$ cat src/rtl/pfsave_pkg.sv
package pfsave_pkg;

  localparam int unsigned REC_BYTES  = 3;
  localparam int unsigned REC_COPIES = 3;
  localparam int unsigned REC_W      = 8 * REC_BYTES;

  typedef enum logic [2:0] {
    ST_IDLE   = 3'd0,
    ST_FILTER = 3'd1,
    ST_WRITE  = 3'd2,
    ST_NEXT   = 3'd3,
    ST_PARK   = 3'd4
  } pf_state_e;

endpackage

$ cat src/rtl/pfsave_timer.sv
// Saturating cycle counter; expired is high on the LIMIT-th enabled cycle.
module pfsave_timer #(
  parameter int unsigned LIMIT = 16
) (
  input  logic clk,
  input  logic rst_n,
  input  logic clr,
  input  logic en,
  output logic expired
);

  localparam int unsigned W = $clog2(LIMIT + 1);

  logic [W-1:0] cnt_q, cnt_d;
  logic         cnt_we;

  assign expired = (cnt_q == W'(LIMIT - 1));
  assign cnt_we  = clr | (en & ~expired);

  always_comb begin
    if (clr) cnt_d = '0;
    else     cnt_d = cnt_q + W'(1);
  end

  always_ff @(posedge clk or negedge rst_n) begin
    if (!rst_n)      cnt_q <= '0;
    else if (cnt_we) cnt_q <= cnt_d;
  end

endmodule

$ cat src/rtl/pfsave_kick.sv
// Watchdog service: toggles every PERIOD cycles while run is high.
module pfsave_kick #(
  parameter int unsigned PERIOD = 4
) (
  input  logic clk,
  input  logic rst_n,
  input  logic run,
  output logic kick
);

  localparam int unsigned W = (PERIOD > 1) ? $clog2(PERIOD) : 1;

  logic [W-1:0] cnt_q, cnt_d;
  logic         wrap;
  logic         kick_q, kick_d;

  assign wrap = (cnt_q == W'(PERIOD - 1));

  always_comb begin
    cnt_d  = wrap ? '0 : cnt_q + W'(1);
    kick_d = wrap ? ~kick_q : kick_q;
  end

  always_ff @(posedge clk or negedge rst_n) begin
    if (!rst_n) begin
      cnt_q  <= '0;
      kick_q <= 1'b0;
    end else if (run) begin
      cnt_q  <= cnt_d;
      kick_q <= kick_d;
    end
  end

  assign kick = kick_q;

endmodule

$ cat src/rtl/pfsave_seq.sv
// Holds the captured record and walks copy-major byte addresses.
module pfsave_seq
  import pfsave_pkg::*;
#(
  parameter int unsigned ADDR_W    = 8,
  parameter int unsigned BASE_ADDR = 16
) (
  input  logic              clk,
  input  logic              rst_n,
  input  logic              latch,
  input  logic              step,
  input  logic [REC_W-1:0]  rec_in,
  output logic [ADDR_W-1:0] addr,
  output logic [7:0]        data,
  output logic              last
);

  localparam int unsigned TOTAL = REC_BYTES * REC_COPIES;
  localparam int unsigned IW    = $clog2(TOTAL + 1);
  localparam int unsigned BW    = (REC_BYTES > 1) ? $clog2(REC_BYTES) : 1;

  logic [REC_W-1:0] rec_q, rec_d;
  logic [IW-1:0]    idx_q, idx_d;
  logic [BW-1:0]    byte_q, byte_d;
  logic             we;
  logic [7:0]       lane [REC_BYTES];

  for (genvar g = 0; g < REC_BYTES; g++) begin : g_lane
    assign lane[g] = rec_q[8*g +: 8];
  end

  assign we = latch | step;

  always_comb begin
    if (latch) begin
      rec_d  = rec_in;
      idx_d  = '0;
      byte_d = '0;
    end else begin
      rec_d  = rec_q;
      idx_d  = idx_q + IW'(1);
      byte_d = (byte_q == BW'(REC_BYTES - 1)) ? '0 : byte_q + BW'(1);
    end
  end

  always_ff @(posedge clk or negedge rst_n) begin
    if (!rst_n) begin
      rec_q  <= '0;
      idx_q  <= '0;
      byte_q <= '0;
    end else if (we) begin
      rec_q  <= rec_d;
      idx_q  <= idx_d;
      byte_q <= byte_d;
    end
  end

  always_comb begin
    data = '0;
    for (int i = 0; i < REC_BYTES; i++) begin
      if (byte_q == BW'(i)) data = lane[i];
    end
  end

  assign addr = ADDR_W'(BASE_ADDR) + ADDR_W'(idx_q);
  assign last = (idx_q == IW'(TOTAL - 1));

endmodule

$ cat src/rtl/pfsave_ctrl.sv
module pfsave_ctrl
  import pfsave_pkg::*;
#(
  parameter int unsigned FILTER_CYC = 15_000_000,
  parameter int unsigned WR_TMO_CYC = 250_000,
  parameter int unsigned KICK_CYC   = 500_000,
  parameter int unsigned ADDR_W     = 8,
  parameter int unsigned BASE_ADDR  = 16
) (
  input  logic              clk,
  input  logic              rst_n,
  input  logic              arm_i,
  input  logic              supply_ok_i,
  input  logic [23:0]       record_i,
  output logic              wr_req_o,
  output logic [ADDR_W-1:0] wr_addr_o,
  output logic [7:0]        wr_data_o,
  input  logic              wr_done_i,
  output logic              kick_o,
  output logic              busy_o,
  output logic              saved_o
);

  pf_state_e state_q, state_d;
  logic      armed_q, sup_q;
  logic      fall;
  logic      filt_clr, filt_en, filt_exp;
  logic      tmo_clr, tmo_en, tmo_exp;
  logic      seq_latch, seq_step, seq_last;

  // Edge detect on the supply level; sup_q resets low so no false edge
  assign fall = armed_q & sup_q & ~supply_ok_i;

  always_ff @(posedge clk or negedge rst_n) begin
    if (!rst_n) begin
      state_q <= ST_IDLE;
      armed_q <= 1'b0;
      sup_q   <= 1'b0;
    end else begin
      state_q <= state_d;
      sup_q   <= supply_ok_i;
      if (arm_i) armed_q <= 1'b1;   // sticky arm
    end
  end

  always_comb begin
    state_d   = state_q;
    filt_clr  = 1'b0;
    filt_en   = 1'b0;
    seq_latch = 1'b0;
    seq_step  = 1'b0;
    unique case (state_q)
      ST_IDLE: begin
        filt_clr = 1'b1;
        if (fall) state_d = ST_FILTER;
      end
      ST_FILTER: begin
        filt_en = 1'b1;
        if (filt_exp) begin
          if (supply_ok_i) begin
            state_d = ST_IDLE;              // sag rode through
          end else begin
            state_d   = ST_WRITE;
            seq_latch = 1'b1;               // capture record
          end
        end
      end
      ST_WRITE: begin
        if (wr_done_i || tmo_exp) begin
          if (seq_last) begin
            state_d = ST_PARK;
          end else begin
            seq_step = 1'b1;
            state_d  = ST_NEXT;
          end
        end
      end
      ST_NEXT:  state_d = ST_WRITE;
      ST_PARK:  state_d = ST_PARK;          // terminal
      default:  state_d = ST_IDLE;
    endcase
  end

  assign tmo_clr = (state_q != ST_WRITE);
  assign tmo_en  = (state_q == ST_WRITE);

  pfsave_timer #(.LIMIT(FILTER_CYC)) u_filt (
    .clk     (clk),
    .rst_n   (rst_n),
    .clr     (filt_clr),
    .en      (filt_en),
    .expired (filt_exp)
  );

  pfsave_timer #(.LIMIT(WR_TMO_CYC)) u_tmo (
    .clk     (clk),
    .rst_n   (rst_n),
    .clr     (tmo_clr),
    .en      (tmo_en),
    .expired (tmo_exp)
  );

  pfsave_seq #(.ADDR_W(ADDR_W), .BASE_ADDR(BASE_ADDR)) u_seq (
    .clk    (clk),
    .rst_n  (rst_n),
    .latch  (seq_latch),
    .step   (seq_step),
    .rec_in (record_i),
    .addr   (wr_addr_o),
    .data   (wr_data_o),
    .last   (seq_last)
  );

  pfsave_kick #(.PERIOD(KICK_CYC)) u_kick (
    .clk   (clk),
    .rst_n (rst_n),
    .run   (state_q != ST_PARK),
    .kick  (kick_o)
  );

  assign wr_req_o = (state_q == ST_WRITE);
  assign busy_o   = (state_q == ST_FILTER) || (state_q == ST_WRITE) || (state_q == ST_NEXT);
  assign saved_o  = (state_q == ST_PARK);

endmodule

$ cat config.mk
export PLATFORM = sky130hd
export DESIGN_NAME = pfsave_ctrl
export DESIGN_NICKNAME = d
export VERILOG_FILES = /design/src/rtl/pfsave_pkg.sv /design/src/rtl/pfsave_timer.sv /design/src/rtl/pfsave_kick.sv /design/src/rtl/pfsave_seq.sv /design/src/rtl/pfsave_ctrl.sv
export SDC_FILE = /design/constraint.sdc
export NUM_CORES = 1
export LEC_CHECK = 0
export BUFFER_PORTS_ARGS = -buffer_cell sky130_fd_sc_hd__buf_2
export CORE_MARGIN = 1.5
export CORE_UTILIZATION = 53
export CTS_CLUSTER_SIZE = 14
export DETAILED_ROUTE_END_ITERATION = 16
export GPL_TIMING_DRIVEN = 1
export PLACE_DENSITY = 0.83
export SKIP_CTS_REPAIR_TIMING = 1
export SYNTH_ARGS = -nofsm -noshare
export SYNTH_HDL_FRONTEND = slang
export SYNTH_SLANG_ARGS = --single-unit
$ cat constraint.sdc
create_clock -name clk -period 2.41 [get_ports clk]
set_input_delay 0.241 -clock clk [delete_from_list [all_inputs] [get_ports clk]]
set_output_delay 0.241 -clock clk [all_outputs]
set_load 0.02 [all_outputs]
==> reports/metrics.yaml <==
outcome: "finished, violations left"
failed_checks: "negative setup slack"
coreArea_um2: 9153
synth-seq-area-share_pct: 48.97
sw_frac_of_total_pct: 26.44
vdd_drop_max_mv: 0.3442
skew_ns: 0.01041
dpl_cell_area_um2: 5364
drive_above_1_share_pct: 20.79
synthTopCellsByArea: "dfrtp_1, mux2_4, nand2_1"
gp_congestion: 0.9000
clockPowerShare_pct: 34.4
synth_cells: 473
path_common_cell: "or4_4"
pin_count: 49
dieArea_um2: 9942
postSynthAreaPerCell_um2: 10.48
fillers: 727
grt_pass1_vias: 3703
p_sw_w: 0.0008671
p_int_w: 0.002413
synth.largest_area_cell: "dfrtp_1"
finalCritPeriodShare_pct: 100.5
area_growth_pct: 12.80
start_util_pct: 54.16
cp.arrival_ns: 2.67
cts_buffers: 9
yosysTopAreaCellShare_pct: 48.97
power.share.combinational_pct: 12.0
final_area_um2: 5592
place_hpwl_mm: 7.042
rsz0062_at_grt: "true"
critPathLaunchType: "register"
drt-pass1-iter-count: 4
cts_tree: "done"
setup_tns_ns: -0.08172
powerDensity_nw_per_um2: 586.5
route.final.wire_length_mm: 10.10
track_usage_pct: 21.70
num_antenna_cells: 0
min_path_type: "input pin to register"
routed_via_density: 5.757
grt_overflow: 0
vias: 3713
fp.dieW_um: 99.71
setup_violations: 18
cts.clk_slew.worst_paths_ns: 0.09
dieHeight_um: 99.71
path_class: "register to register"
crit_slowest_cell: "or4_1"
max_slew_margin_pct: 54.16
final-hold-violation-count: 0
cpLargestDelayFamily: "simple AND/OR/NAND/NOR gates"
drt_iter0_markers: 181
holdWs_ns: 0.03652
synth.distinct_cells: 51
syn_area_um2: 4957
cts_root_buf: "clkbuf_8"
async_flop_share_pct: 100.0
worst_slack_ns: -0.01161
ys_ff_latch: 97
worst-path-max-fanout: 30
yosys_warnings: 0
max_freq_mhz: 412.9
grt_max_degree: 55
drc: 0
drv_slew: 0
cpPeakStageDelay_ns: 0.53
portBuffers: 44
clock_latency_ns: 0.37
cp_num_buf_inv: 1
seqPwrFrac_pct: 53.6
tightest_slew_ns: 0.6876
antenna_found_initial: 0
crit_chain: "or4_1, or4_4, or4_4, buf_12, mux2_4"
grt_pass1_wl_mm: 17.15
synth_ff_type: "dfrtp_1"
cts_htree_levels: 3
std_cell_rows: 35
clk_path_buf_depth: 2
place_ws_ns: 0.01163
fin_crit_ns: 2.422
wire_per_inst_um: 15.67
leakage_nw: 2.599
cp_data_required_time_ns: 2.66
cts.sinks: 97
drtAntennaViolNets: 0
endpoint_kind: "register"
drv_cap: 0
synth_edf_count: 0
layout.nets: 563
## cell usage after synthesis (7+ instances only)
cell type / n
nand4_1: 18
o211ai_1: 10
clkbuf_1: 8
nor2_1: 36
nand3_1: 21
xnor2_1: 12
dfrtp_1: 97
nand2b_1: 8
o31ai_1: 7
nor3_1: 10
nand2_1: 58
xor2_1: 20
mux2_4: 24
or4_1: 7
mux2i_1: 20
o21ai_0: 19
a21oi_1: 11
inv_1: 7
and3_1: 9
## per-stage QoR
step / std cells / power (W) / util (%)
after floorplan: 475 / 0.002028 / -
after global placement: 628 / 0.002158 / 58.61
after detailed placement: 628 / 0.002183 / 58.61
after CTS: 644 / 0.003304 / 60.94
after global routing: 645 / 0.003428 / 61.09
final: 645 / 0.003280 / 61.09
## kinds of logic after synthesis
family / count (synthesis) / synth area share (%)
muxes: 44 / 11.31
and+or+nand+nor: 213 / 23.04
xor gates and xnor gates: 32 / 5.654
buffers and inverters: 28 / 3.155
other: 2 / 0.1515
DFF: 97 / 48.97
AOI/OAI and AO/OA: 52 / 6.461
adders and majority gates: 5 / 1.262
## registers in the layout (all words and copies together), names as in the netlist
| register | cells |
|---|---|
| u_seq.idx_q | 4 |
| armed_q | 1 |
| u_filt.cnt_q | 24 |
| u_seq.byte_q | 2 |
| sup_q | 1 |
| state_q | 3 |
| u_tmo.cnt_q | 18 |
| u_seq.rec_q | 24 |
| u_kick.kick | 1 |
| u_kick.cnt_q | 19 |
## per-layer routing
layer	global-route usage (%)	share of wire (%)	wire length [um]	up-vias
met2	35.58	49	4954	75
met4	7.367	2.0	202	0
li1	-	-	-	1790
met5	0	0	0	-
met1	28.43	45	4574	1833
met3	5.060	3.7	372	15
## layout by cell type (no fill, tap or decap), types with 9 or more instances in the layout
master / instances
nand3_1: 21
dfrtp_1: 97
buf_4: 18
o211ai_1: 10
nand2_1: 58
and3_1: 9
mux2_4: 24
nand4_1: 18
nor3_1: 10
buf_2: 43
o21ai_0: 18
xor2_1: 20
a21oi_1: 11
nor2_1: 36
xnor2_1: 12
clkbuf_8: 12
mux2i_1: 20
## worst reg2reg max path: cells and delay by family, from the launching register on
kind / cells / cell delay, ns
flops: 1 / 0.39
buf+inv: 1 / 0.20
mux: 1 / 0.32
simple gates: 3 / 1.40
## power by group through the flow
stage	combinational, W	clock (W)	sequential (W)
global placement	0.000375	0	0.00178
detailed placement	0.000395	0	0.00179
global route	0.000439	0.00122	0.00177
CTS	0.000396	0.00115	0.00176
finish	0.000393	0.00113	0.00176
floorplan	0.000252	0	0.00178
## area by class of cell
type | count | area (um^2) | share of cell area (%)
clock inverter | 4 | 48.80 | 0.8727
inverter | 7 | 26.28 | 0.4699
timing repair buffer | 64 | 400.4 | 7.160
multi-input combinational | 350 | 2385 | 42.65
clock buffer | 12 | 165.2 | 2.954
tap | 111 | 138.9 | 2.484
sequential | 97 | 2427 | 43.41
## worst paths after layout
| path | cells past startpoint | endpoint | from | slack [ns] |
|---|---|---|---|---|
| hold reg to reg | 1 | u_kick.kick | u_kick.kick | 0.48 |
| max in group asynchronous | 3 | u_filt.cnt_q[11] | rst_n | 1.28 |
| hold / removal | 1 | sup_q | supply_ok_i | 0.04 |
| min in group asynchronous | 2 | u_kick.cnt_q[13] | rst_n | 0.46 |
| setup / recovery | 5 | u_seq.rec_q[17] | u_filt.cnt_q[9] | -0.01 |
| setup reg to reg | 5 | u_seq.rec_q[17] | u_filt.cnt_q[9] | -0.01 |
Note: power is estimated with default switching activity, not from simulation.
